File: config.mk
export PLATFORM = sky130hd
export DESIGN_NAME = jtag_reg_access
export DESIGN_NICKNAME = d
export VERILOG_FILES = /design/src/rtl/jrac_pkg.sv /design/src/rtl/jrac_chain_select.sv /design/src/rtl/jrac_access_shifter.sv /design/src/rtl/jrac_reg_decode.sv /design/src/rtl/jtag_reg_access.sv
export SDC_FILE = /design/constraint.sdc
export NUM_CORES = 1
export LEC_CHECK = 0
export BUFFER_PORTS_ARGS = -buffer_cell sky130_fd_sc_hd__buf_4
export CORE_AREA = 2 2 86 88
export DETAILED_ROUTE_END_ITERATION = 16
export DIE_AREA = 0 0 88 90
export PLACE_DENSITY_LB_ADDON = 0.15
export SLEW_MARGIN = 10
export SYNTH_ARGS = -nofsm -noshare
export SYNTH_HDL_FRONTEND = slang
export SYNTH_SLANG_ARGS = --single-unit
File: constraint.sdc
create_clock -name clk -period 2.2 [get_ports clk]
set_input_delay 0.55 -clock clk [delete_from_list [all_inputs] [get_ports clk]]
set_output_delay 0.55 -clock clk [all_outputs]
set_load 0.01 [all_outputs]
File: src/rtl/jrac_pkg.sv
package jrac_pkg;

    localparam int DATA_W  = 32;
    localparam int ADDR_W  = 7;
    localparam int FRAME_W = DATA_W + ADDR_W + 1;

    // Frame as it sits in the shift register; bit 0 leaves first on tdo.
    typedef struct packed {
        logic              wr;
        logic [ADDR_W-1:0] addr;
        logic [DATA_W-1:0] data;
    } frame_t;

    // A read recorded at update, served at the next capture.
    typedef struct packed {
        logic              valid;
        logic [ADDR_W-1:0] addr;
    } pend_t;

    typedef enum logic [1:0] {
        SRC_ZERO = 2'd0,
        SRC_IDENT = 2'd1,
        SRC_BUS  = 2'd2
    } rsrc_e;

    function automatic rsrc_e classify(input logic [ADDR_W-1:0] a,
                                       input logic [ADDR_W-1:0] nregs);
        if (a == '0)
            return SRC_IDENT;
        else if (a < nregs)
            return SRC_BUS;
        else
            return SRC_ZERO;
    endfunction

    function automatic logic writable(input logic [ADDR_W-1:0] a,
                                      input logic [ADDR_W-1:0] nregs);
        return (a != '0) && (a < nregs);
    endfunction

endpackage

File: src/rtl/jrac_chain_select.sv
module jrac_chain_select #(
    parameter int                IR_W      = 4,
    parameter int                CHAIN_W   = 5,
    parameter logic [IR_W-1:0]   SEL_INSTR = 4'h2,
    parameter logic [IR_W-1:0]   ACC_INSTR = 4'hC,
    parameter logic [CHAIN_W-1:0] ACC_CHAIN = '0
) (
    input  logic            clk,
    input  logic            rst,
    input  logic [IR_W-1:0] ir_value,
    input  logic            capture_dr,
    input  logic            shift_dr,
    input  logic            update_dr,
    input  logic            tdi,
    output logic            chain_tdo,
    output logic            sel_active,
    output logic            acc_active
);

    logic [CHAIN_W-1:0] chain_sr;
    logic [CHAIN_W-1:0] chain_num;

    assign sel_active = (ir_value == SEL_INSTR);
    assign acc_active = (ir_value == ACC_INSTR) && (chain_num == ACC_CHAIN);
    assign chain_tdo  = chain_sr[0];

    always_ff @(posedge clk) begin
        if (rst) begin
            chain_sr  <= '0;
            chain_num <= '1;
        end else if (sel_active) begin
            if (capture_dr)
                chain_sr <= chain_num;
            else if (shift_dr)
                chain_sr <= {tdi, chain_sr[CHAIN_W-1:1]};
            if (update_dr)
                chain_num <= chain_sr;
        end
    end

    // the chain number moves only on an update under the select instruction
    p_chain_hold_r2: assert property (@(posedge clk) disable iff (rst)
        !(update_dr && sel_active) |=> $stable(chain_num));

endmodule

File: src/rtl/jrac_access_shifter.sv
module jrac_access_shifter
    import jrac_pkg::*;
(
    input  logic   clk,
    input  logic   rst,
    input  logic   active,
    input  logic   capture_dr,
    input  logic   shift_dr,
    input  logic   tdi,
    input  frame_t cap_load,
    output frame_t frame,
    output logic   acc_tdo
);

    assign acc_tdo = frame[0];

    always_ff @(posedge clk) begin
        if (rst) begin
            frame <= '0;
        end else if (active) begin
            if (capture_dr)
                frame <= cap_load;
            else if (shift_dr)
                frame <= {tdi, frame[FRAME_W-1:1]};
        end
    end

    // a shifted bit enters at the direction-flag end of the frame
    p_shift_in_r4: assert property (@(posedge clk) disable iff (rst)
        (active && shift_dr && !capture_dr) |=> (frame.wr == $past(tdi)));

endmodule

File: src/rtl/jrac_reg_decode.sv
module jrac_reg_decode
    import jrac_pkg::*;
#(
    parameter int                NUM_REGS = 9,
    parameter logic [DATA_W-1:0] ID_VALUE = 32'h4A52_4143
) (
    input  logic              clk,
    input  logic              rst,
    input  logic              active,
    input  logic              capture_dr,
    input  logic              update_dr,
    input  frame_t            frame,
    output frame_t            cap_load,
    output logic [ADDR_W-1:0] bus_addr,
    output logic [DATA_W-1:0] bus_wdata,
    output logic              bus_we,
    output logic              bus_re,
    input  logic [DATA_W-1:0] bus_rdata
);

    localparam logic [ADDR_W-1:0] NREG_A = ADDR_W'(NUM_REGS);

    pend_t pend;
    rsrc_e src;
    logic  upd_fire;

    assign upd_fire = active && update_dr;
    assign src      = classify(pend.addr, NREG_A);

    always_ff @(posedge clk) begin
        if (rst) begin
            pend <= '0;
        end else if (upd_fire) begin
            pend.valid <= !frame.wr;
            pend.addr  <= frame.addr;
        end
    end

    always_comb begin
        cap_load = '0;
        if (pend.valid) begin
            unique case (src)
                SRC_IDENT: cap_load.data = ID_VALUE;
                SRC_BUS:   cap_load.data = bus_rdata;
                default:   cap_load.data = '0;
            endcase
        end
    end

    assign bus_re    = active && capture_dr && pend.valid && (src == SRC_BUS);
    assign bus_we    = upd_fire && frame.wr && writable(frame.addr, NREG_A);
    assign bus_addr  = update_dr ? frame.addr : pend.addr;
    assign bus_wdata = frame.data;

    // an applied write frame leaves no read to serve at the next capture
    p_write_clears_pend_r9: assert property (@(posedge clk) disable iff (rst)
        (upd_fire && frame.wr) |=> !pend.valid);

    // no bus strobe ever names the identification slot or a missing register
    p_strobe_range_r6: assert property (@(posedge clk) disable iff (rst)
        (bus_we || bus_re) |-> (bus_addr != '0 && bus_addr < NREG_A));

    // a read strobe is served only from a read recorded at an earlier update
    p_read_from_pend_r7: assert property (@(posedge clk) disable iff (rst)
        bus_re |-> !$past(upd_fire && frame.wr));

endmodule

File: src/rtl/jtag_reg_access.sv
module jtag_reg_access
    import jrac_pkg::*;
#(
    parameter int                IR_W      = 4,
    parameter int                CHAIN_W   = 5,
    parameter int                NUM_REGS  = 9,
    parameter logic [IR_W-1:0]   SEL_INSTR = 4'h2,
    parameter logic [IR_W-1:0]   ACC_INSTR = 4'hC,
    parameter logic [DATA_W-1:0] ID_VALUE  = 32'h4A52_4143
) (
    input  logic              clk,
    input  logic              rst,
    input  logic [IR_W-1:0]   ir_value,
    input  logic              capture_dr,
    input  logic              shift_dr,
    input  logic              update_dr,
    input  logic              tdi,
    output logic              tdo,
    output logic [ADDR_W-1:0] bus_addr,
    output logic [DATA_W-1:0] bus_wdata,
    output logic              bus_we,
    output logic              bus_re,
    input  logic [DATA_W-1:0] bus_rdata
);

    logic   chain_tdo;
    logic   acc_tdo;
    logic   sel_active;
    logic   acc_active;
    frame_t frame;
    frame_t cap_load;

    jrac_chain_select #(
        .IR_W      (IR_W),
        .CHAIN_W   (CHAIN_W),
        .SEL_INSTR (SEL_INSTR),
        .ACC_INSTR (ACC_INSTR),
        .ACC_CHAIN ('0)
    ) u_chain (
        .clk        (clk),
        .rst        (rst),
        .ir_value   (ir_value),
        .capture_dr (capture_dr),
        .shift_dr   (shift_dr),
        .update_dr  (update_dr),
        .tdi        (tdi),
        .chain_tdo  (chain_tdo),
        .sel_active (sel_active),
        .acc_active (acc_active)
    );

    jrac_access_shifter u_shift (
        .clk        (clk),
        .rst        (rst),
        .active     (acc_active),
        .capture_dr (capture_dr),
        .shift_dr   (shift_dr),
        .tdi        (tdi),
        .cap_load   (cap_load),
        .frame      (frame),
        .acc_tdo    (acc_tdo)
    );

    jrac_reg_decode #(
        .NUM_REGS (NUM_REGS),
        .ID_VALUE (ID_VALUE)
    ) u_decode (
        .clk        (clk),
        .rst        (rst),
        .active     (acc_active),
        .capture_dr (capture_dr),
        .update_dr  (update_dr),
        .frame      (frame),
        .cap_load   (cap_load),
        .bus_addr   (bus_addr),
        .bus_wdata  (bus_wdata),
        .bus_we     (bus_we),
        .bus_re     (bus_re),
        .bus_rdata  (bus_rdata)
    );

    always_comb begin
        if (sel_active)
            tdo = chain_tdo;
        else if (acc_active)
            tdo = acc_tdo;
        else
            tdo = 1'b0;
    end

    // no bus strobe while the access register is out of the path
    p_gate_r3: assert property (@(posedge clk) disable iff (rst)
        !(ir_value == ACC_INSTR) |-> !(bus_we || bus_re));

endmodule

==> flow_summary.json <==
{
  "run_status": "finished with violations",
  "violations": "setup timing",
  "die_h_um": 90,
  "pwr-share-clk_pct": 47.4,
  "ctsHtreeMaxLevel": 3,
  "clk_pin_slew_ps": 70,
  "yosys_warnings": 0,
  "setup_ws_ps": -2.51,
  "finalCritPeriodShare_pct": 100,
  "required_ps": 1650,
  "grt_use_total_pct": 20.7,
  "hold_path_startpoint": "u_decode.pend[6]",
  "synthDistinctLibCells": 36,
  "drtPass1Iterations": 4,
  "maxSlewViolCount": 0,
  "cts.path.max_buffers": 2,
  "r2r.worst_path.cells": 6,
  "drt-total-wl_mm": 8.24,
  "viasPerCell": 5.47,
  "p_comb_share_pct": 6.7,
  "hp-class": "reg2reg",
  "leakage_nw": 1.45,
  "grt_pass1_vias": 2697,
  "core-area_um2": 7020,
  "cp_max_fo": 5,
  "start_util_pct": 47.0,
  "syn_area_um2": 3300,
  "hold_viol": 0,
  "drc_errors": 0,
  "slowest_delay_ps": 560,
  "max-vdd-ir-drop_uv": 282,
  "cts_sinks": 58,
  "crit_slowest_cell": "nor4_1",
  "hold_depth": 2,
  "r2r_start": "u_decode.pend[6]",
  "ys_ff_latch": 58,
  "fin_nets": 458,
  "clock-root-buffer": "clkbuf_8",
  "setup.worst_path.class": "reg2out",
  "worstPathArrival_ps": 1650,
  "cts_buffers": 9,
  "via_count": 2846,
  "maxCapViolCount": 0,
  "fmax_mhz": 454,
  "setup_tns_ps": -2.51,
  "p_per_area_nw_per_um2": 568,
  "first_iter_violations": 141,
  "die_x_um": 88,
  "tritoncts": "built",
  "rrSetupSlack_ps": 210,
  "insertion_delay_ps": 330,
  "grt_pass1_wl_mm": 13.2,
  "ios": 84,
  "synth_area_per_cell_um2": 8.83,
  "fin_crit_ps": 2200,
  "async_flop_share_pct": 0,
  "postRouteAntennaNets": 0,
  "end_kind": "output port",
  "synth_edf_count": 0,
  "synth.net_count": 416,
  "grt_max_degree": 59,
  "numPortBuffers": 83,
  "p_int_mw": 1.79,
  "dieArea_um2": 7920,
  "yosysSeqAreaShare_pct": 35.2,
  "crit_chain": "nor4_1 -> nor4_4 -> and2_1 -> buf_4",
  "num_rows": 31,
  "hold_end": "u_decode.pend[6]",
  "pre_cts_ws_ps": 29.5,
  "grt-ovfl-total": 0,
  "grt_antenna_before_repair": 0,
  "startpoint_type": "register",
  "power_frac_seq_pct": 45.8,
  "wl_per_cell_um": 15.9,
  "worstReg2RegEnd": "u_shift.frame[3]",
  "layout-drive-gt1-share_pct": 39.0,
  "worst_pin_slew_ps": 850,
  "setup_viol": 1,
  "grt_setup_unrepaired": "yes",
  "swShare_pct": 22.5,
  "netlist_instances": 374,
  "n_antenna_cell": 0,
  "syn2layout_area_growth_pct": 23.1,
  "slew_headroom_pct": 43.0,
  "ys.flop_type": "dfxtp_1",
  "hpwl_mm": 5.08,
  "power.switching_uw": 519,
  "skew_ps": 7.33,
  "gp_congestion": 0.833
}
[cell usage after synthesis, types with 2 or more instances]
| cell type | count | area, um2 |
|---|---|---|
| o21ai_1 | 9 | 45.0 |
| a211oi_2 | 19 | 238 |
| buf_6 | 2 | 22.5 |
| a21oi_1 | 61 | 305 |
| mux2i_1 | 5 | 50.1 |
| buf_2 | 9 | 45.0 |
| buf_4 | 32 | 240 |
| a21oi_2 | 19 | 166 |
| mux2_2 | 3 | 33.8 |
| maj3_1 | 11 | 110 |
| nor3_1 | 4 | 20.0 |
| nand4b_1 | 8 | 70.1 |
| nor2b_1 | 32 | 200 |
| and2_1 | 3 | 18.8 |
| mux2_1 | 3 | 33.8 |
| clkbuf_1 | 22 | 82.6 |
| nand2_1 | 14 | 52.6 |
| inv_1 | 2 | 7.51 |
| a211oi_1 | 18 | 135 |
| nor2_1 | 8 | 30.0 |
| nand3_1 | 13 | 65.1 |
| nand3b_1 | 5 | 37.5 |
| dfxtp_1 | 58 | 1160 |
| nor4_1 | 2 | 12.5 |
[critical path, delay by kind of cell (launching register included)]
family | cells | cell delay (ps)
and+or+nand+nor | 3 | 830
buffers and inverters | 1 | 140
DFF | 1 | 360
[sequential cells by signal, summed over array words and instances (netlist names)]
signal	cells
u_decode.pend	8
u_chain.chain_num	5
u_shift.frame	39
u_chain.chain_sr	5
u_shift.acc_tdo	1
[per-stage QoR]
stage / area [um2] / total power [mW] / util [%] / hold WS (ps) / std cells
global route: 4060 / 2.37 / 57.9 / 502 / 520
finish: 4060 / 2.31 / 57.9 / 473 / 520
CTS: 4040 / 2.33 / 57.5 / 478 / 519
global placement: 3810 / 1.24 / 54.3 / 455 / 503
detailed placement: 3810 / 1.24 / 54.3 / 469 / 503
floorplan: 3300 / 1.15 / - / 445 / 374
[layout make-up]
type | count | area, um2
inverter | 2 | 7.51
sequential | 58 | 1160
tap | 99 | 124
timing repair buffer | 97 | 778
clock buffer | 11 | 141
fill | 627 | 2960
multi-input combinational | 248 | 1770
clock inverter | 5 | 77.6
[layout by cell type, fill, tap and decap left out, types with 5 or more instances in the layout]
cell | netlist | routed
dfxtp_1 | 58 | 56
o21ai_1 | 9 | 9
nor2b_1 | 32 | 32
nand2_1 | 14 | 14
nand4b_1 | 8 | 8
clkbuf_8 | 0 | 10
a211oi_2 | 19 | 19
a211oi_1 | 18 | 18
a21oi_2 | 19 | 19
nand3_1 | 13 | 13
nand3b_1 | 5 | 5
buf_4 | 32 | 93
nor2_1 | 8 | 7
maj3_1 | 11 | 11
a21oi_1 | 61 | 61
mux2i_1 | 5 | 5
[what timing repair did]
action,in CTS,in global routing
hold buffers,0,0
hold endpoints to repair,0,0
pin swaps,1,0
endpoints found under the setup margin,1,3
buffers inserted,0,1
resized for setup,1,4
[kinds of logic (layout without fill, tap and decap cells)]
logic type | after synthesis | after routing | synth area share, %
xor+xnor | 1 | 1 | 0.265
compound gates | 129 | 129 | 27.7
simple gates | 96 | 96 | 17.7
mux | 11 | 11 | 3.56
buf+inv | 68 | 115 | 12.2
fa+ha+maj | 11 | 11 | 3.34
flops | 58 | 58 | 35.2
[power by group through the flow]
| stage | combinational [mW] | sequential [mW] | clock (mW) |
|---|---|---|---|
| after floorplan | 0.0695 | 1.08 | 0 |
| after global placement | 0.155 | 1.08 | 0 |
| after detailed placement | 0.154 | 1.08 | 0 |
| after CTS | 0.155 | 1.06 | 1.12 |
| after global routing | 0.166 | 1.06 | 1.15 |
| final | 0.156 | 1.06 | 1.09 |
[metal layers]
layer | vias up | global-route usage [%] | part of all wire (%)
met2 | 65 | 31.4 | 47
met5 | - | 0 | 0
met4 | 0 | 7.82 | 0.97
li1 | 1401 | - | -
met1 | 1374 | 29.0 | 48
met3 | 6 | 3.86 | 4.0
[worst max-delay path by stage]
stage                          start  cells past startpoint                to
floorplan                 capture_dr                      4            bus_re
global placement          capture_dr                      6  u_shift.frame[3]
detailed placement        capture_dr                      6  u_shift.frame[2]
CTS                 u_decode.pend[6]                      4            bus_re
global route        u_decode.pend[6]                      4            bus_re
finish              u_decode.pend[0]                      4            bus_re
(Power assumes the default switching activity.)
